### config.mk
export PLATFORM = sky130hd
export DESIGN_NAME = ftlw_sram
export DESIGN_NICKNAME = d
export VERILOG_FILES = /design/src/rtl/ftlw_pkg.sv /design/src/rtl/ftlw_sleep_ctl.sv /design/src/rtl/ftlw_cmd_ctl.sv /design/src/rtl/ftlw_lane_array.sv /design/src/rtl/ftlw_sram.sv
export SDC_FILE = /design/constraint.sdc
export NUM_CORES = 1
export LEC_CHECK = 0
export ABC_AREA = 1
export BUFFER_PORTS_ARGS = -buffer_cell sky130_fd_sc_hd__buf_2
export CORE_MARGIN = 8
export CORE_UTILIZATION = 45
export CTS_CLUSTER_SIZE = 8
export DETAILED_ROUTE_END_ITERATION = 8
export GPL_ROUTABILITY_DRIVEN = 0
export PLACE_DENSITY = 0.61
export SETUP_SLACK_MARGIN = 0.3
export SYNTH_ARGS = -nofsm -noshare
export SYNTH_HDL_FRONTEND = slang
export SYNTH_HIERARCHICAL = 1
export SYNTH_SLANG_ARGS = --single-unit
export TNS_END_PERCENT = 5
### constraint.sdc
create_clock -name clk -period 2.8 [get_ports clk]
set_input_delay 0.14 -clock clk [delete_from_list [all_inputs] [get_ports clk]]
set_output_delay 0.14 -clock clk [all_outputs]
set_load 0.01 [all_outputs]
### src/rtl/ftlw_pkg.sv
package ftlw_pkg;

    // class of the command whose data phase is current
    typedef enum logic [1:0] {
        ST_DESEL = 2'd0,
        ST_READ  = 2'd1,
        ST_WRITE = 2'd2
    } op_e;

    // low-power sequencing
    typedef enum logic [1:0] {
        PW_AWAKE  = 2'd0,
        PW_ENTER  = 2'd1,
        PW_ASLEEP = 2'd2,
        PW_LEAVE  = 2'd3
    } pw_e;

endpackage

### src/rtl/ftlw_sleep_ctl.sv
module ftlw_sleep_ctl
    import ftlw_pkg::*;
(
    input  logic clk,
    input  logic rst_n,
    input  logic sleep,
    output logic force_idle,
    output logic asleep
);

    pw_e pw_q, pw_d;

    always_comb begin
        pw_d = pw_q;
        unique case (pw_q)
            PW_AWAKE:  if (sleep) pw_d = PW_ENTER;
            PW_ENTER:  pw_d = sleep ? PW_ASLEEP : PW_AWAKE;
            PW_ASLEEP: if (!sleep) pw_d = PW_LEAVE;
            PW_LEAVE:  pw_d = sleep ? PW_ASLEEP : PW_AWAKE;
            default:   pw_d = PW_AWAKE;
        endcase
    end

    always_ff @(posedge clk or negedge rst_n) begin
        if (!rst_n) pw_q <= PW_AWAKE;
        else        pw_q <= pw_d;
    end

    always_comb begin
        asleep     = (pw_q == PW_ASLEEP) || (pw_q == PW_LEAVE);
        force_idle = asleep || (pw_d == PW_ASLEEP);
    end

    // entering takes two edges
    a_r11_enter_two_edges: assert property (@(posedge clk) disable iff (!rst_n)
        (pw_q == PW_AWAKE) |=> (pw_q != PW_ASLEEP));

    // leaving takes two edges
    a_r11_leave_two_edges: assert property (@(posedge clk) disable iff (!rst_n)
        (pw_q == PW_ASLEEP) |=> (pw_q != PW_AWAKE));

endmodule

### src/rtl/ftlw_cmd_ctl.sv
module ftlw_cmd_ctl
    import ftlw_pkg::*;
#(
    parameter int ADDR_W = 4,
    parameter int LANES  = 4
) (
    input  logic              clk,
    input  logic              rst_n,
    input  logic              clk_en_n,
    input  logic              force_idle,
    input  logic              cs1_n,
    input  logic              cs2,
    input  logic              cs3_n,
    input  logic              cont,
    input  logic              we_n,
    input  logic [LANES-1:0]  lane_wr_n,
    input  logic [ADDR_W-1:0] addr,
    output op_e               state_q,
    output logic [ADDR_W-1:0] addr_q,
    output logic [LANES-1:0]  lanes_q,
    output logic              first_q,
    output logic              wr_fire
);

    op_e  fresh, state_d;
    logic selected, advance;

    always_comb begin
        selected = !cs1_n && cs2 && !cs3_n;
        advance  = !clk_en_n && !force_idle;
        if (!selected)  fresh = ST_DESEL;
        else if (we_n)  fresh = ST_READ;
        else            fresh = ST_WRITE;
    end

    always_comb begin
        state_d = state_q;
        unique case (state_q)
            ST_DESEL: state_d = cont ? ST_DESEL : fresh;
            ST_READ:  state_d = cont ? ST_READ  : fresh;
            ST_WRITE: state_d = cont ? ST_WRITE : fresh;
            default:  state_d = ST_DESEL;
        endcase
    end

    always_ff @(posedge clk or negedge rst_n) begin
        if (!rst_n) begin
            state_q <= ST_DESEL;
            addr_q  <= '0;
            lanes_q <= '0;
            first_q <= 1'b1;
        end else if (force_idle) begin
            state_q <= ST_DESEL;
            first_q <= 1'b1;
        end else if (advance) begin
            state_q <= state_d;
            addr_q  <= addr;
            lanes_q <= ~lane_wr_n;
            first_q <= (state_q == ST_DESEL);
        end
    end

    // pending write commits on the next enabled, non-forced edge
    always_comb wr_fire = advance && (state_q == ST_WRITE);

    // a stalled edge holds command state
    a_r5_stall_hold: assert property (@(posedge clk) disable iff (!rst_n)
        (clk_en_n && !force_idle) |=>
            ($stable(state_q) && $stable(addr_q) && $stable(lanes_q)));

    // continue keeps the previous class
    a_r10_cont_keeps: assert property (@(posedge clk) disable iff (!rst_n)
        (advance && cont) |=> (state_q == $past(state_q)));

endmodule

### src/rtl/ftlw_lane_array.sv
module ftlw_lane_array #(
    parameter int ADDR_W = 4,
    parameter int LANES  = 4,
    parameter int LANE_W = 9
) (
    input  logic                    clk,
    input  logic                    rst_n,
    input  logic                    wr_fire,
    input  logic [ADDR_W-1:0]       waddr,
    input  logic [LANES-1:0]        lane_en,
    input  logic [LANES*LANE_W-1:0] wdata,
    input  logic [ADDR_W-1:0]       raddr,
    output logic [LANES*LANE_W-1:0] rword
);

    localparam int DEPTH = 1 << ADDR_W;

    for (genvar g = 0; g < LANES; g++) begin : g_lane
        logic [LANE_W-1:0] store [DEPTH];

        always_ff @(posedge clk) begin
            if (wr_fire && lane_en[g])
                store[waddr] <= wdata[g*LANE_W +: LANE_W];
        end

        assign rword[g*LANE_W +: LANE_W] = store[raddr];

        // an enabled lane holds the written bits afterwards
        a_r4_lane_lands: assert property (@(posedge clk) disable iff (!rst_n)
            (wr_fire && lane_en[g]) |=>
                (store[$past(waddr)] == $past(wdata[g*LANE_W +: LANE_W])));
    end

endmodule

### src/rtl/ftlw_sram.sv
module ftlw_sram
    import ftlw_pkg::*;
#(
    parameter int ADDR_W = 4,
    parameter int LANES  = 4,
    parameter int LANE_W = 9
) (
    input  logic                    clk,
    input  logic                    rst_n,
    input  logic                    clk_en_n,
    input  logic                    cs1_n,
    input  logic                    cs2,
    input  logic                    cs3_n,
    input  logic                    cont,
    input  logic                    we_n,
    input  logic [LANES-1:0]        lane_wr_n,
    input  logic [ADDR_W-1:0]       addr,
    input  logic [LANES*LANE_W-1:0] wdata,
    input  logic                    oe_n,
    input  logic                    sleep,
    output logic [LANES*LANE_W-1:0] rdata,
    output logic                    drive_en
);

    localparam int WORD_W = LANES * LANE_W;

    logic              force_idle, asleep, first_q, wr_fire;
    op_e               cur_op;
    logic [ADDR_W-1:0] addr_q;
    logic [LANES-1:0]  lanes_q;
    logic [WORD_W-1:0] rd_word;

    ftlw_sleep_ctl u_sleep (
        .clk        (clk),
        .rst_n      (rst_n),
        .sleep      (sleep),
        .force_idle (force_idle),
        .asleep     (asleep)
    );

    ftlw_cmd_ctl #(.ADDR_W(ADDR_W), .LANES(LANES)) u_cmd (
        .clk        (clk),
        .rst_n      (rst_n),
        .clk_en_n   (clk_en_n),
        .force_idle (force_idle),
        .cs1_n      (cs1_n),
        .cs2        (cs2),
        .cs3_n      (cs3_n),
        .cont       (cont),
        .we_n       (we_n),
        .lane_wr_n  (lane_wr_n),
        .addr       (addr),
        .state_q    (cur_op),
        .addr_q     (addr_q),
        .lanes_q    (lanes_q),
        .first_q    (first_q),
        .wr_fire    (wr_fire)
    );

    ftlw_lane_array #(.ADDR_W(ADDR_W), .LANES(LANES), .LANE_W(LANE_W)) u_array (
        .clk     (clk),
        .rst_n   (rst_n),
        .wr_fire (wr_fire),
        .waddr   (addr_q),
        .lane_en (lanes_q),
        .wdata   (wdata),
        .raddr   (addr_q),
        .rword   (rd_word)
    );

    always_comb begin
        drive_en = (cur_op == ST_READ) && !first_q && !oe_n;
        rdata    = drive_en ? rd_word : '0;
    end

    // the command machine is idle whenever the power machine sleeps
    a_r11_idle_asleep: assert property (@(posedge clk) disable iff (!rst_n)
        asleep |-> (cur_op == ST_DESEL));

    // no drive in a write data cycle
    a_r6_quiet_write: assert property (@(posedge clk) disable iff (!rst_n)
        (cur_op == ST_WRITE) |-> !drive_en);

endmodule

# Word-level counts from Yosys, hierarchy flattened
# Memory sizes are Yosys's and may differ from the RTL's.
# Cells that the tools add are included.
dict set report op_classes {
  addsub 0
  n_bitwise 2
  n_mul 0
  n_reduce_logical 23
  order_cmp 0
  eq_ne 6
  shifts 0
  div_mod_pow 0
  n_mux 23
}
# op count
set op_table {}
lappend op_table {{36-bit two-way mux} 1}
lappend op_table {{2-bit two-way mux} 10}
lappend op_table {{2-bit one-hot mux with 3 select lines} 2}
lappend op_table {{1-bit logical AND} 10}
lappend op_table {{1-bit two-way mux} 10}
lappend op_table {{2-bit equality test, second input constant} 4}
lappend op_table {{1-bit logical NOT} 6}
lappend op_table {{2-bit by 1-bit equality test with 1-bit output, second input constant} 2}
lappend op_table {{2-bit logical NOT} 2}
lappend op_table {{4-bit NOT} 1}
lappend op_table {{1-bit logical OR} 2}
lappend op_table {{2-bit AND reduction} 1}
lappend op_table {{2-bit nonzero test} 1}
lappend op_table {{2-bit OR reduction} 1}
lappend op_table {{1-bit NOT} 1}
dict set report word_totals {
  mem_bits_ro 0
  wordCells 63
  out_inout_bits 37
  latch_bits 0
  input_bits 54
  mem_count 4
  ff_bits 13
  ram_bits 576
}
# name words word_bits rd rd_clocked_by_memory_dff wr line_no
set mem_list {}
lappend mem_list {{u_array.g_lane[0].store} 16 9 1 0 1 ftlw_lane_array.sv:19} ;# logic [LANE_W-1:0] store [DEPTH];
lappend mem_list {{u_array.g_lane[1].store} 16 9 1 0 1 ftlw_lane_array.sv:19}
lappend mem_list {{u_array.g_lane[2].store} 16 9 1 0 1 ftlw_lane_array.sv:19}
lappend mem_list {{u_array.g_lane[3].store} 16 9 1 0 1 ftlw_lane_array.sv:19}

# Longest topological paths before layout
# Gate-level depths: netlist of the first run.
dict set report logic_depth {
  word_depth 11
  ltp_mapped 12
  mapped_depth_nobuf 9
}

# By module
# The synthesis of the first run kept the hierarchy.
# module cells_per_inst area_per_inst_um2 seq_area_each_um2 n_inst
set by_module_without_submodules {}
lappend by_module_without_submodules {ftlw_lane_array 2418 24972.7 17296.6 1}
lappend by_module_without_submodules {ftlw_cmd_ctl 58 488.0 276.5 1}
lappend by_module_without_submodules {ftlw_sram 80 345.3 0.0 1}
lappend by_module_without_submodules {ftlw_sleep_ctl 12 91.3 50.0 1}

# Least setup slack after synthesis of the first run
# OpenSTA, ideal clock, no wires.
dict set report synth_timing {
  path_kind {reg2reg}
  startpoint {reg u_sleep.pw_q[1]}
  endpoint {mem u_array.g_lane[0].store[10][0], enable pin}
  synth_period_minus_slack_ps 2315
  arrival_ps 1941
  stages_incl_launch_ff 10
  n_path_buf 2
  required_time_ps 2426
  setup_time_ps 374
  path_slack_ps 485
  path_cell_list {dfrtp_1 -> inv_2 -> nand2_1 -> nor2_4 -> inv_2 -> buf_6 -> nor3b_2 -> nand2_1 -> clkbuf_1 -> nor2_1}
}
dict set report synth_via {
  elab_chain_cells 11
  elab_cells_between_ends 17
  cone_classes {4 x eq/ne; 5 x mux; 8 x reduce/logical}
}
# element line_no
set synth_rtl {}
lappend synth_rtl {{start, declared} ftlw_sleep_ctl.sv:11} ;# pw_e pw_q, pw_d;
lappend synth_rtl {{start signal, assigned} ftlw_sleep_ctl.sv:26} ;# else pw_q <= pw_d;
lappend synth_rtl {{2-bit by 1-bit equality test with 1-bit output or 2-bit equality test (tied branches)} {ftlw_sleep_ctl.sv:15, ftlw_sleep_ctl.sv:30}}
lappend synth_rtl {{2-bit OR reduction (no line)} --}
lappend synth_rtl {{2-bit one-hot mux with 3 select lines} ftlw_sleep_ctl.sv:15} ;# unique case (pw_q)
lappend synth_rtl {{2-bit equality test} ftlw_sleep_ctl.sv:31} ;# force_idle = asleep || (pw_d == PW_ASLEEP);
lappend synth_rtl {{1-bit logical OR (*)} ftlw_sleep_ctl.sv:31}
lappend synth_rtl {{net force_idle} ftlw_sram.sv:27} ;# logic force_idle, asleep, first_q, wr_fire;
lappend synth_rtl {{1-bit logical NOT (*)} ftlw_cmd_ctl.sv:30} ;# advance = !clk_en_n && !force_idle;
lappend synth_rtl {{1-bit logical AND (*)} ftlw_cmd_ctl.sv:30}
lappend synth_rtl {{1-bit logical AND (*)} ftlw_cmd_ctl.sv:64} ;# always_comb wr_fire = advance && (state_q == ST_WRITE);
lappend synth_rtl {{net wr_fire} ftlw_sram.sv:27}
lappend synth_rtl {{1-bit logical AND (*)} ftlw_lane_array.sv:22} ;# if (wr_fire && lane_en[g])
lappend synth_rtl {{1-bit two-way mux (*)} ftlw_lane_array.sv:22}
lappend synth_rtl {{1-bit two-way mux (not written as such) (*)} ftlw_lane_array.sv:23} ;# store[waddr] <= wdata[g*LANE_W +: LANE_W];
lappend synth_rtl {{end, declared} ftlw_lane_array.sv:19}
# The timed path passes the listed nets; every way through them passes the cells marked *.

# Final worst setup path of the first run
dict set report layout_timing {
  startpoint {reg u_cmd.addr_q[0]}
  endpoint {out rdata[22]}
}
dict set report layout_via {
  elab_chain_cells 2
}
# element line_no
set layout_rtl {}
lappend layout_rtl {{start, declared} ftlw_cmd_ctl.sv:19} ;# output logic [ADDR_W-1:0] addr_q,
lappend layout_rtl {{start signal, assigned} ftlw_cmd_ctl.sv:57} ;# addr_q <= addr;
lappend layout_rtl {{memory read 16 x 9 bit} --}
lappend layout_rtl {{net rd_word[22]} ftlw_sram.sv:31} ;# logic [WORD_W-1:0] rd_word;
lappend layout_rtl {{36-bit two-way mux} ftlw_sram.sv:73} ;# rdata = drive_en ? rd_word : '0;
lappend layout_rtl {{end, declared} ftlw_sram.sv:21} ;# output logic [LANES*LANE_W-1:0] rdata,
# The timed path passes the listed nets, and every way through them passes these cells.

==> flow_metrics.py, run 1 <==
metrics = {
    "detailed_routing": {
        "dr.pass1.iters": 6,
        "drt-initial-drc-count": 2145,
        "drc": 0,
        "wl_mm": 76.9,
        "vias": 18900,
        "viasPerCell": 5.29,
        "drtAntennaViolNets": 0,
        "avgRoutedWirePerCell_um": 21.5,
    },
    "pwr": {
        "vdd_drop_max_mv": 0.664,
        "p_leak_uw": 0.0136,
        "p_per_area_nw_per_um2": 929,
        "finalPower_uw": 29000,
    },
    "worst_setup_path": {
        "timing.rr.start": "u_cmd/addr_q[3]",
        "path_cells": "buf_12, clkinv_16, buf_12, buf_6, nand2_1, nand3_1, nand3_1, nand3_1, nand2_1, inv_1, nor2_1, buf_2",
        "worstSetupStartpoint": "u_cmd/addr_q[0]",
        "required_ns": 2.66,
        "critical_path_buf_inv_count": 6,
        "cpLargestDelayFamily": "buffers and inverters",
        "cpMostUsedCell": "nand3_1",
        "end_kind": "output port",
        "r2r_setup_slack_ns": 0.37,
        "rr_worst_depth": 6,
        "crit_path_start_kind": "flop",
        "crit_slowest_cell": "dfrtp_4",
        "slowest_delay_ns": 0.46,
        "cp_num_cells": 12,
        "cp_max_fo": 9,
        "crit_arrival_ns": 2.52,
        "crit_type": "reg -> out",
        "crit_path_end": "rdata[22]",
        "reg2reg_to": "u_array/g_lane[3].store[11][6]",
    },
    "finish": {
        "final_common_cell": "nand2_1",
        "syn_to_final_growth_pct": 20.5,
        "antenna_cells": 0,
        "fin_cells": 3581,
        "final_util": 0.545,
        "drive_gt1_frac": 0.137,
        "nets": 2847,
        "most-common-layout-cells": "nand2_1, edfxtp_1, inv_1, nand3_1, nor2_1",
    },
    "synthesis": {
        "yosysWarnings": 6,
        "synth_area_um2": 25900,
        "syn_nets": 2621,
        "synthCells": 2567,
        "syn_avg_cell_area_um2": 10.1,
    },
    "placement": {
        "io_buffers": 90,
        "place_hpwl_mm": 42.7,
        "post-place-ws_ns": 0.414,
        "dp.cells": 3395,
    },
    "clock_network": {
        "clock_latency_ns": 0.62,
        "clk_pin_slew_ns": 0.05,
        "cts_tree": "built",
        "clock-sinks": 589,
        "cts_made_buffers": 83,
        "htree_levels": 3,
        "cts_buffer_depth": 3,
        "clockRootBuffer": "clkbuf_16",
    },
    "timing": {
        "drv_slew": 0,
        "setup_viol": 0,
        "max_freq_ghz": 0.376,
        "max_slew_margin": 0.562,
        "grt_setup_unrepaired": "true",
        "fin_setup_tns_ns": 0,
        "period_needed_ns": 2.66,
        "hold_viol": 0,
        "setup_ws_ns": 0.142,
        "post-route-period-util": 0.949,
        "final.setup_skew_ns": 0.0208,
        "tightest_slew_ns": 0.656,
    },
    "die": {
        "rows": 88,
        "die_area_um2": 65500,
        "dieHeight_um": 256,
        "num_io_pins": 91,
        "initial_core_util": 0.452,
        "die_x_um": 256,
        "core_um2": 57300,
    },
    "outcome": {
        "outcome": "completed",
    },
    "grt": {
        "grt_use_total": 0.220,
        "grt_pass1_wl_mm": 110,
        "grt_start_max_net_pins": 72,
        "grt_pass1_vias": 18400,
        "grt-ovfl-total": 0,
        "antenna_found_initial": 0,
    },
    "hold_path": {
        "worstHoldPathType": "in -> reg",
        "hold_path_depth": 1,
    },
    "run": {
        "maxCapViolCount": 0,
    },
}
==> area by class of cell <==
type                    instances  area (um^2)
multi-input cells            1363         5940
flip-flops and latches        589        17600
clock inverters                 7         65.1
clock buffers                 101         2170
repair buffers                261         2500
repair inverters                4         42.5
fillers                      4940        26100
inverters                     491         1890
well taps                     765          957
==> timing repair <==
item	4_1_cts	5_1_grt
endpoints found under the setup margin	36	127
gates resized for setup	29	62
hold endpoints to repair	121	0
hold buffers	41	0
pin swaps	0	35
cloned	14	10
buffers inserted	8	5
==> stage by stage <==
stage	cell area, um^2	hold WS, ns
3_5_place_dp	27500	0.0563
5_1_grt	31200	0.0122
3_3_place_gp	27500	0.0473
4_1_cts	30600	0.000319
2_1_floorplan	25900	-0.156
6_report	31200	0.0116
==> power breakdown <==
group          switching (uW)  internal, uW
combinational            6780          3410
sequential                174          9780
clock                    3490          5350
total                   10400         18500
==> flip-flops by register name (all words and copies together) (netlist names) <==
register              count
u_array/g_lane.store    576
u_cmd/first_q             1
u_cmd/lanes_q             4
u_cmd/state_q             2
u_cmd/addr_q              4
u_sleep/pw_q              2
==> worst min-delay path by stage <==
stage                   start                            end  slack [ns]
finish              wdata[22]  u_array/g_lane[2].store[7][4]        0.01
global route         wdata[2]  u_array/g_lane[0].store[2][2]        0.01
CTS                  wdata[3]  u_array/g_lane[0].store[5][3]      0.0003
detailed placement      rst_n                u_sleep/pw_q[0]        0.06
global placement        rst_n                u_sleep/pw_q[1]        0.05
floorplan               rst_n                u_cmd/addr_q[0]       -0.16
==> routing by layer <==
metal | routed length, um | vias up | GRT usage
li1 | - | 8646 | -
met3 | 6230 | 171 | 0.0322
met1 | 31800 | 9106 | 0.295
met2 | 36400 | 1018 | 0.361
met5 | 0 | - | 0
met4 | 2540 | 0 | 0.0869
Power figures use the tool's default switching activity.
==> inputs of run 2 (changes only) <==
PLACE_DENSITY = 0.63   (was 0.61)
SYNTH_HIERARCHICAL = default   (was 1)
clock period = 2.4 ns   (was 2.8 ns; I/O delays follow)
==> flow_metrics.py, run 2 <==
metrics = {
    "finish": {
        "final_common_cell": "nand2_1",
        "syn_to_final_growth_pct": 24.3,
        "max_flop_register": "u_array.g_lane.store",
        "final_util": 0.562,
        "seqCellArea_um2": 17600,
        "antenna_cells": 0,
        "drive_gt1_frac": 0.166,
        "most-common-layout-cells": "nand2_1, edfxtp_1, nor2_1, clkbuf_16, buf_2",
        "num-fill-cells": 4578,
        "nets": 2753,
        "multi_input_area_um2": 6860,
        "reg.largest.list": "u_array.g_lane.store x576, u_cmd.addr_q x4, u_cmd.lanes_q x4",
        "largest_reg_flops": 576,
    },
    "die": {
        "initial_core_util": 0.452,
        "dieHeight_um": 250,
        "core_um2": 54700,
        "die_area_um2": 62700,
        "rows": 86,
        "num_io_pins": 91,
        "die_x_um": 250,
    },
    "grt": {
        "grt_pass1_vias": 17700,
        "grt_use_total": 0.205,
        "antenna_found_initial": 0,
        "grt-ovfl-total": 0,
        "grt_start_max_net_pins": 96,
        "grt_pass1_wl_mm": 101,
    },
    "synthesis": {
        "ys.flop_type": "edfxtp_1",
        "ys_async_sr_fraction": 0.0221,
        "synthCells": 2439,
        "synth_top_area_share": 0.700,
        "yosysWarnings": 0,
        "synthAdderAreaFrac": 0,
        "yosys.area_share.simple": 0.259,
        "synth_area_leaders": "edfxtp_1, nand2_1, nor2_1, dfrtp_1, buf_2",
        "syn_nets": 2493,
        "synth_top_cell_by_area": "edfxtp_1",
        "seq_area_frac_synth": 0.713,
        "yosysUniqueCellTypes": 18,
        "syn_avg_cell_area_um2": 10.1,
        "synth_area_um2": 24700,
        "yosysMostFrequentCell": "nand2_1",
        "synth-seq-cells": 589,
        "synth_edf_count": 576,
        "synth_top_family_by_area": "simple AND/OR/NAND/NOR gates",
        "synth_compound_area_frac": 0.00304,
        "muxShareOfSynthArea": 0,
        "synth_xor_area_frac": 0.000354,
        "synth_common_cells": "nand2_1, edfxtp_1, nor2_1",
    },
    "placement": {
        "post-place-ws_ns": 0.180,
        "io_buffers": 90,
        "place_hpwl_mm": 37.4,
    },
    "timing": {
        "fin_setup_tns_ns": -2.57,
        "setup_viol": 36,
        "max_freq_ghz": 0.395,
        "post-route-period-util": 1.05,
        "max_slew_margin": 0.616,
        "setup_ws_ns": -0.130,
        "tightest_slew_ns": 0.575,
        "grt_setup_unrepaired": "true",
        "period_needed_ns": 2.53,
        "drv_slew": 0,
        "final.setup_skew_ns": 0.0239,
        "hold_viol": 0,
    },
    "worst_setup_path": {
        "path_cells": "buf_12, clkinv_16, buf_16, buf_8, nand2_1, nand2_1, nand2_1, nand2_1, nand2_1, nand2_2, nor2_2, nor2_1, buf_2",
        "crit_arrival_ns": 2.41,
        "slowest_delay_ns": 0.49,
        "crit_path_start_kind": "flop",
        "required_ns": 2.28,
        "critical_path_buf_inv_count": 5,
        "end_kind": "output port",
        "crit_type": "reg -> out",
        "cpMostUsedCell": "nand2_1",
        "cp_max_fo": 7,
        "crit_slowest_cell": "dfrtp_4",
        "cpLargestDelayFamily": "buffers and inverters",
    },
    "clock_network": {
        "cts_made_buffers": 83,
        "cts_tree": "built",
        "clk_pin_slew_ns": 0.05,
        "htree_levels": 3,
        "clock-sinks": 589,
        "clockRootBuffer": "clkbuf_16",
        "clock_latency_ns": 0.61,
        "cts_buffer_depth": 3,
    },
    "pwr": {
        "vdd_drop_max_mv": 0.751,
        "p_leak_uw": 0.0129,
        "swShare": 0.346,
        "netSwitchingPower_uw": 11800,
        "finalPower_uw": 34100,
        "p_per_area_nw_per_um2": 1110,
        "p_seq_frac": 0.340,
        "intPower_uw": 22300,
        "pwr-share-comb": 0.359,
        "power_frac_clock": 0.301,
    },
    "detailed_routing": {
        "dr.pass1.iters": 8,
        "drtAntennaViolNets": 0,
        "vias": 17700,
        "drt-initial-drc-count": 1458,
        "wl_mm": 66.6,
        "viasPerCell": 5.17,
        "avgRoutedWirePerCell_um": 19.5,
        "drc": 0,
    },
    "outcome": {
        "violations": "negative setup slack",
        "outcome": "finished, violations left",
    },
    "hold_path": {
        "worstHoldPathType": "in -> reg",
    },
    "run": {
        "maxCapViolCount": 0,
    },
}
run 2: cell count changes in the layout (fill, tap and decap cells not counted), sizes merged, moves of 20 or more:
cell         delta
nor2           +38
nand3         -433
inv           -485
dlygate4sd3    +20
nand2         +740
run 2: worst paths after layout:
path	end	depth (start not counted)	slack (ns)	from
min reg2reg	u_sleep.pw_q[0]	1	0.44	u_sleep.pw_q[0]
max in group asynchronous	u_cmd.addr_q[0]	4	0.82	rst_n
max	rdata[15]	13	-0.13	u_cmd.addr_q[0]
max reg2reg	u_array.g_lane[3].store[0][0]	7	0.05	u_cmd.addr_q[0]
min in group asynchronous	u_cmd.first_q	3	0.54	rst_n
min	u_cmd.lanes_q[2]	3	0.31	lane_wr_n[2]
run 2: cell type report:
class	instances	area share
sequential	589	0.573
tap	704	0.0287
multi-input combinational	1717	0.223
inverter	13	0.00260
timing repair inverter	3	0.00118
clock inverter	2	0.000651
timing repair buffer	292	0.0984
clock buffer	102	0.0720
run 2: power by group through the flow:
stage	logic [uW]	clock network [uW]	registers (uW)
3_3_place_gp	9070	0	11800
2_1_floorplan	6210	0	11700
6_report	12200	10300	11600
5_1_grt	13400	10800	11600
3_5_place_dp	9110	0	11800
4_1_cts	10900	10500	11600
run 2: timing repair:
item | in CTS | in global routing
pin swaps | 14 | 66
endpoints found under the hold margin | 602 | 0
setup buffers | 16 | 3
gates cloned | 12 | 15
resized for setup | 67 | 118
setup endpoints to repair | 612 | 612
hold buffers | 61 | 0
run 2: worst register-to-register path, cell delays in order, from the launching register on:
cell,delay (ns)
dfrtp_4,0.49
buf_4,0.17
buf_4,0.17
clkbuf_16,0.20
nor2_1,0.22
nand2_1,0.33
nor2_1,0.20
buf_4,0.24
run 2: kinds of logic after synthesis:
| kind of cell | Yosys count |
|---|---|
| XOR/XNOR | 1 |
| AND/OR/NAND/NOR | 1701 |
| buffers and inverters | 133 |
| AO/OA/AOI/OAI | 15 |
| flip-flops | 589 |
run 2: through the flow:
| stage | hold slack [ns] | area (um^2) | instances |
|---|---|---|---|
| floorplan | -0.176 | 24700 | 2439 |
| global placement | 0.0171 | 26500 | 3211 |
| detailed placement | 0.0293 | 26500 | 3211 |
| CTS | 0.286 | 30000 | 3404 |
| global route | 0.355 | 30700 | 3422 |
| finish | 0.307 | 30700 | 3422 |
run 2: metal layers:
metal	GRT usage	share of wire
met5	0	0
met4	0.0770	0.028
met3	0.0393	0.068
met1	0.266	0.42
met2	0.341	0.48
